## config.mk

```make
export PLATFORM = sky130hd
export DESIGN_NAME = memcyc_ctrl
export DESIGN_NICKNAME = d
export VERILOG_FILES = /design/src/rtl/memcyc_pkg.sv /design/src/rtl/memcyc_rst_sync.sv /design/src/rtl/memcyc_pend.sv /design/src/rtl/memcyc_sel.sv /design/src/rtl/memcyc_ctrl.sv
export SDC_FILE = /design/constraint.sdc
export NUM_CORES = 1
export LEC_CHECK = 0
export ABC_AREA = 1
export BUFFER_PORTS_ARGS = -buffer_cell sky130_fd_sc_hd__buf_2
export CORE_AREA = 2 2 39 41
export CTS_CLUSTER_SIZE = 12
export DETAILED_ROUTE_END_ITERATION = 7
export DIE_AREA = 0 0 41 43
export PLACE_DENSITY_LB_ADDON = 0.3
export SYNTH_ARGS = -nofsm -noshare
export SYNTH_HDL_FRONTEND = slang
export SYNTH_HIERARCHICAL = 1
export SYNTH_SLANG_ARGS = --single-unit
```

## constraint.sdc

```tcl
create_clock -name clk -period 2.9 [get_ports clk]
set_input_delay 0.435 -clock clk [delete_from_list [all_inputs] [get_ports clk]]
set_output_delay 0.435 -clock clk [all_outputs]
set_load 0.1 [all_outputs]
```

## src/rtl/memcyc_pkg.sv

```systemverilog
package memcyc_pkg;
  typedef enum logic [1:0] {
    CYC_FETCH = 2'd0,
    CYC_DMA   = 2'd1,
    CYC_LDST  = 2'd2
  } cyc_e;
endpackage

```

## src/rtl/memcyc_rst_sync.sv

```systemverilog
module memcyc_rst_sync #(
  parameter int STAGES = 2
) (
  input  logic clk,
  input  logic arst_n,
  output logic srst_n
);
  logic [STAGES-1:0] chain_q;

  always_ff @(posedge clk or negedge arst_n) begin
    if (!arst_n) chain_q <= '0;
    else         chain_q <= {chain_q[STAGES-2:0], 1'b1};
  end

  assign srst_n = chain_q[STAGES-1];
endmodule

```

## src/rtl/memcyc_pend.sv

```systemverilog
module memcyc_pend (
  input  logic clk,
  input  logic rst_n,
  input  logic req,
  input  logic clr,
  output logic pend
);
  logic pend_d;

  // a new request on the clearing edge wins
  always_comb pend_d = req | (pend & ~clr);

  always_ff @(posedge clk or negedge rst_n) begin
    if (!rst_n) pend <= 1'b0;
    else        pend <= pend_d;
  end
endmodule

```

## src/rtl/memcyc_sel.sv

```systemverilog
module memcyc_sel
  import memcyc_pkg::*;
(
  input  cyc_e cur,
  input  logic dma_pend,
  input  logic ex_ldst,
  input  logic ls_done,
  output cyc_e nxt
);
  logic ldst_owed;

  // leaving a fetch starts a new pipeline cycle, so the served flag is stale
  always_comb ldst_owed = ex_ldst & ((cur == CYC_FETCH) | ~ls_done);

  always_comb begin
    if (dma_pend)       nxt = CYC_DMA;
    else if (ldst_owed) nxt = CYC_LDST;
    else                nxt = CYC_FETCH;
  end
endmodule

```

## src/rtl/memcyc_ctrl.sv

```systemverilog
module memcyc_ctrl
  import memcyc_pkg::*;
#(
  parameter int SYNC_STAGES = 2
) (
  input  logic       clk,
  input  logic       rst_n,
  input  logic       mem_rdy,
  input  logic       dma_req,
  input  logic       irq_req,
  input  logic       ex_ldst,
  input  logic       ex_store,
  input  logic       ex_byte,
  output logic       addr_ce,
  output logic       nxt_read,
  output logic       nxt_word,
  output logic       nxt_dbus,
  output logic       pipe_ce,
  output logic [1:0] cur_cycle,
  output logic       dma_pend,
  output logic       int_pend,
  output logic       int_take
);
  logic rst_q_n;
  cyc_e cur_q, cur_d, nxt;
  logic ls_done_q, ls_done_d;
  logic dma_clr;

  memcyc_rst_sync #(.STAGES(SYNC_STAGES)) u_rst (
    .clk    (clk),
    .arst_n (rst_n),
    .srst_n (rst_q_n)
  );

  memcyc_sel u_sel (
    .cur      (cur_q),
    .dma_pend (dma_pend),
    .ex_ldst  (ex_ldst),
    .ls_done  (ls_done_q),
    .nxt      (nxt)
  );

  // next-state logic
  always_comb begin
    cur_d     = cur_q;
    ls_done_d = ls_done_q;
    if (mem_rdy) begin
      cur_d = nxt;
      if (nxt == CYC_LDST)       ls_done_d = 1'b1;
      else if (cur_q == CYC_FETCH) ls_done_d = 1'b0;
    end
  end

  // state registers
  always_ff @(posedge clk or negedge rst_q_n) begin
    if (!rst_q_n) begin
      cur_q     <= CYC_FETCH;
      ls_done_q <= 1'b0;
    end else begin
      cur_q     <= cur_d;
      ls_done_q <= ls_done_d;
    end
  end

  always_comb begin
    addr_ce   = mem_rdy;
    pipe_ce   = mem_rdy & (cur_q == CYC_FETCH);
    nxt_dbus  = (nxt == CYC_LDST);
    nxt_read  = ~(nxt_dbus & ex_store);
    nxt_word  = ~(nxt_dbus & ex_byte);
    int_take  = pipe_ce & int_pend;
    dma_clr   = mem_rdy & (nxt == CYC_DMA);
    cur_cycle = cur_q;
  end

  memcyc_pend u_dma (
    .clk   (clk),
    .rst_n (rst_q_n),
    .req   (dma_req),
    .clr   (dma_clr),
    .pend  (dma_pend)
  );

  memcyc_pend u_int (
    .clk   (clk),
    .rst_n (rst_q_n),
    .req   (irq_req),
    .clr   (int_take),
    .pend  (int_pend)
  );
endmodule

```

Word-level counts from Yosys, hierarchy flattened
Index checks and enable logic that the tools add are counted.
Widths: inputs -> output; s select.
{"block": "totals", "out_inout_bits": 10, "reg_bits": 7}
{"block": "op_classes", "reduce_logical": 3, "bitwise_logic": 16, "n_eq_ne": 2, "mux": 4}
{"op": "$and 1x1->1", "count": 8}
{"op": "$not 1->1", "count": 5}
{"op": "$mux 2", "count": 2}
{"op": "$or 1x1->1", "count": 3}
{"op": "$eq 2x1->1 const B", "count": 1}
{"op": "$eq 2x2->1 const B", "count": 1}
{"op": "$logic_not 2->1", "count": 1}
{"op": "$mux 1", "count": 2}
{"op": "$reduce_and 2->1", "count": 1}
{"op": "$reduce_bool 2->1", "count": 1}

Logic depth before layout (Yosys ltp)
{"block": "depth", "depth_word": 10, "mapped_depth": 7, "depth_no_buf": 7}

Modules after synthesis
The synthesis kept the hierarchy.
{"mod": "memcyc_ctrl", "cells_each": 23, "seq_area_each_um2": 75.1, "area_each_um2": 162.7, "n_inst": 1}
{"mod": "memcyc_pend", "cells_each": 5, "seq_area_each_um2": 25.0, "area_each_um2": 40.0, "n_inst": 2}
{"mod": "memcyc_rst_sync", "cells_each": 3, "seq_area_each_um2": 50.0, "area_each_um2": 53.8, "n_inst": 1}
{"mod": "memcyc_sel", "cells_each": 7, "seq_area_each_um2": 0.0, "area_each_um2": 30.0, "n_inst": 1}

Least setup slack after synthesis
Ideal clock, no wire load.
{"block": "synth_timing", "path_kind": "register to output", "start": "register cur_q[1] (netlist: cur_cycle[1])", "end": "output nxt_read", "n_path_buf": 0, "required_ps": 2465, "path_stages_with_launch": 7, "path_slack_ps": 27, "arrival_time_ps": 2438, "path_cell_list": "dfrtp_1 -> nor2_1 -> nor2_1 -> nor2_1 -> inv_2 -> nor2_4 -> nand2_1"}
{"block": "synth_via", "elab_chain_cells": 8}
{"item": "from (decl)", "line_no": "memcyc_ctrl.sv:25", "text": "cyc_e cur_q, cur_d, nxt;"}
{"item": "from (signal assigned)", "line_no": "memcyc_ctrl.sv:60", "text": "cur_q <= cur_d;"}
{"item": "$logic_not 2->1", "line_no": "memcyc_sel.sv:13", "text": "always_comb ldst_owed = ex_ldst & ((cur == CYC_FETCH) | ~ls_done);"}
{"item": "$or 1x1->1", "line_no": "memcyc_sel.sv:13"}
{"item": "$and 1x1->1", "line_no": "memcyc_sel.sv:13"}
{"item": "$mux 2", "line_no": "memcyc_sel.sv:17", "text": "else if (ldst_owed) nxt = CYC_LDST;"}
{"item": "$mux 2", "line_no": "memcyc_sel.sv:16", "text": "if (dma_pend) nxt = CYC_DMA;"}
{"item": "named net nxt[1]", "line_no": "memcyc_ctrl.sv:25"}
{"item": "$eq 2x2->1", "line_no": "memcyc_ctrl.sv:68", "text": "nxt_dbus = (nxt == CYC_LDST);"}
{"item": "named net nxt_dbus", "line_no": "memcyc_ctrl.sv:17", "text": "output logic nxt_dbus,"}
{"item": "$and 1x1->1", "line_no": "memcyc_ctrl.sv:69", "text": "nxt_read = ~(nxt_dbus & ex_store);"}
{"item": "$not 1->1", "line_no": "memcyc_ctrl.sv:69"}
{"item": "to (decl)", "line_no": "memcyc_ctrl.sv:15", "text": "output logic nxt_read,"}
The timed path passes the listed nets, and every way through them passes these cells.

Worst setup path in the final report
{"block": "layout_timing", "start": "register u_dma.pend", "end": "output nxt_dbus"}
{"block": "layout_via", "elab_chain_cells": 2}
{"item": "from (decl)", "line_no": "memcyc_pend.sv:6", "text": "output logic pend"}
{"item": "from (signal assigned)", "line_no": "memcyc_pend.sv:15", "text": "else pend <= pend_d;"}
{"item": "$mux 2", "line_no": "memcyc_sel.sv:16"}
{"item": "named net nxt[1]", "line_no": "memcyc_ctrl.sv:25"}
{"item": "$eq 2x2->1", "line_no": "memcyc_ctrl.sv:68"}
{"item": "to (decl)", "line_no": "memcyc_ctrl.sv:17"}
The timed path passes the listed nets, and every way through them passes these cells.

==> out/metrics.yaml <==
setup_path:
  critical_path.max_fanout: 5
  worst-setup-path-type: "reg -> out"
  start_kind: "flip-flop"
  crit_path_end_kind: "output port"
  worstPathArrival_ps: 1540
  rrSetupSlack_ps: 1860
  required_ps: 2470
routing:
  drtIter0Drc: 3
  firstDrtPassIters: 3
  vias: 289
  drc: 0
  routed_wl_um: 527
  drtAntennaViolNets: 0
  viasPerCell: 3.658
  wire_per_inst_um: 6.671
grt:
  grt_max_degree: 6
  antenna_found_initial: 0
  grtUsageTotal_pct: 8.089
  gr-total-overflow: 0
  grt_pass1_vias: 262
  grt_first_pass_wirelength_um: 897
clock_tree:
  clockBufferDepth: 2
  cts_root_buf: "clkbuf_4"
  cts_made_buffers: 3
  cts_resized: 0
  h-tree-depth: 1
  clk_pin_slew_worst_paths_ps: 50
  insertion_delay_ps: 240
  cts_tree: "done"
  clock_sinks: 7
hold_path:
  hold_class: "reg -> async"
power:
  pwr_density_cell_nw_per_um2: 659.5
  ir_worst_vdd_uv: 348.2
  p_leak_nw: 0.2727
  totalPowerFinal_mw: 0.2987
sta:
  period_minus_slack_ps: 1975
  drv_slew: 0
  fmax_ghz: 0.5063
  finalHoldViolCount: 0
  rsz0062_at_grt: "false"
  setup_slack_ps: 924.7
  min_period_over_period_pct: 68.11
  setup_tns_ps: 0
  setup_viol: 0
  skew_ps: 0.1670
yosys:
  synth_cells: 43
  ys_seq_area_share_pct: 53.64
  yosysWarnings: 6
  synth_seq_cells: 7
  syn-num-nets: 51
  synth.area.top_cells: "dfrtp_1 (54%), nand2_1 (17%), inv_1 (10%)"
  syn_area_per_cell_um2: 7.594
  synthesis.area_um2: 326.6
  yosysTopAreaCellShare_pct: 53.64
  yosys.area.top_type: "dfrtp_1"
  ys_types: 9
run_status:
  status: "complete, no violations"
placed_design:
  io_buffers: 17
  pre_cts_slack_ps: 1152
  detailed_place_hpwl_um: 458.3
  routabilityCongestion: 0.6636
cells_and_area:
  post-route-util_pct: 32.73
  nFillCells: 159
  syn2layout_area_growth_pct: 38.70
  diodes: 0
  fin_nets: 72
  final_layout_size_suffix_gt1_share_pct: 34.92
floorplan:
  dieHeight_um: 43
  die_area_um2: 1763
  coreArea_um2: 1384
  start_util_pct: 23.60
  die_w_um: 41
  io_pins: 18
  num_rows: 14
flow_run:
  max-cap-violations: 0
[per-layer routing]
layer / wire length [um] / up-vias / part of all wire [%] / track usage [%]
met2: 266 / 7 / 50 / 12.50
met5: 0 / - / 0 / 0
met4: 0 / 0 / 0 / 2.000
li1: - / 156 / - / -
met3: 34 / 0 / 6.5 / 7.853
met1: 226 / 126 / 43 / 7.237
[final cells by class]
type,instances,area [um^2],area share [%]
sequential,7,175.2,38.67
multi-input combinational,24,98.84,21.82
timing repair buffer,18,95.09,20.99
inverter,10,37.54,8.287
clock buffer,4,26.28,5.801
tap,16,20.02,4.420
[power by group]
| group | switching [mW] | internal, mW | total, mW |
|---|---|---|---|
| Clock | 0.0300 | 0.0521 | 0.0821 |
| Sequential | 0.00756 | 0.106 | 0.113 |
| Combinational | 0.0861 | 0.0171 | 0.103 |
[layout by cell type (no fill, tap or decap)]
master	n
buf_2	17
nand2_1	15
inv_1	9
dfrtp_1	7
nor2_1	6
clkbuf_4	3
inv_2	1
nor2_4	1
o21ai_0	1
clkbuf_1	1
dlygate4sd3_1	1
conb_1	1
[critical path, cell delays in order, from the launching register on]
cell and delay (ps):
dfrtp_1 430, inv_1 70, nand2_1 50, nor2_1 150
inv_2 70, nor2_4 100, buf_2 430
[through the flow]
stage | hold slack [ps] | instance area (um^2) | std cells
global route | 98.48 | 452.9 | 79
detailed placement | 83.66 | 416.7 | 74
finish | 79.49 | 452.9 | 79
floorplan | 54.06 | 326.6 | 43
CTS | 88.35 | 452.9 | 79
global placement | 80.39 | 416.7 | 74
[cell families after synthesis]
| kind of cell | count (synthesis) | synth area share [%] |
|---|---|---|
| other | 1 | 1.148 |
| AO/OA/AOI/OAI | 1 | 1.531 |
| flip-flops | 7 | 53.64 |
| AND/OR/NAND/NOR | 22 | 27.58 |
| buffers and inverters | 12 | 16.09 |
[flip-flops by register name, summed over array words and instances (netlist names)]
name,flops
u_rst/chain_q,2
cur_cycle,2
u_dma/pend,1
u_int/pend,1
ls_done_q,1
[worst paths after layout]
| kind | start | end | cells past startpoint |
|---|---|---|---|
| max | u_dma/pend | nxt_dbus | 6 |
| min reg2reg | u_rst/chain_q[1] | cur_cycle[0] | 0 |
| min in group clk | u_rst/chain_q[0] | u_rst/chain_q[1] | 0 |
| min | u_rst/chain_q[1] | cur_cycle[0] | 0 |
| max reg2reg | u_dma/pend | ls_done_q | 7 |
| max in group asynchronous | rst_n | u_rst/chain_q[0] | 2 |
[timing repair]
action | in CTS | in global routing
hold buffers | 1 | 0
hold endpoints to repair | 2 | 0
setup buffers | 0 | 0
[cell usage after synthesis (all sizes together)]
cell type  number
buf             2
conb            1
dfrtp           7
inv            10
nand2          15
nor2            7
o21ai           1
Note: power is estimated with default switching activity, not from simulation.
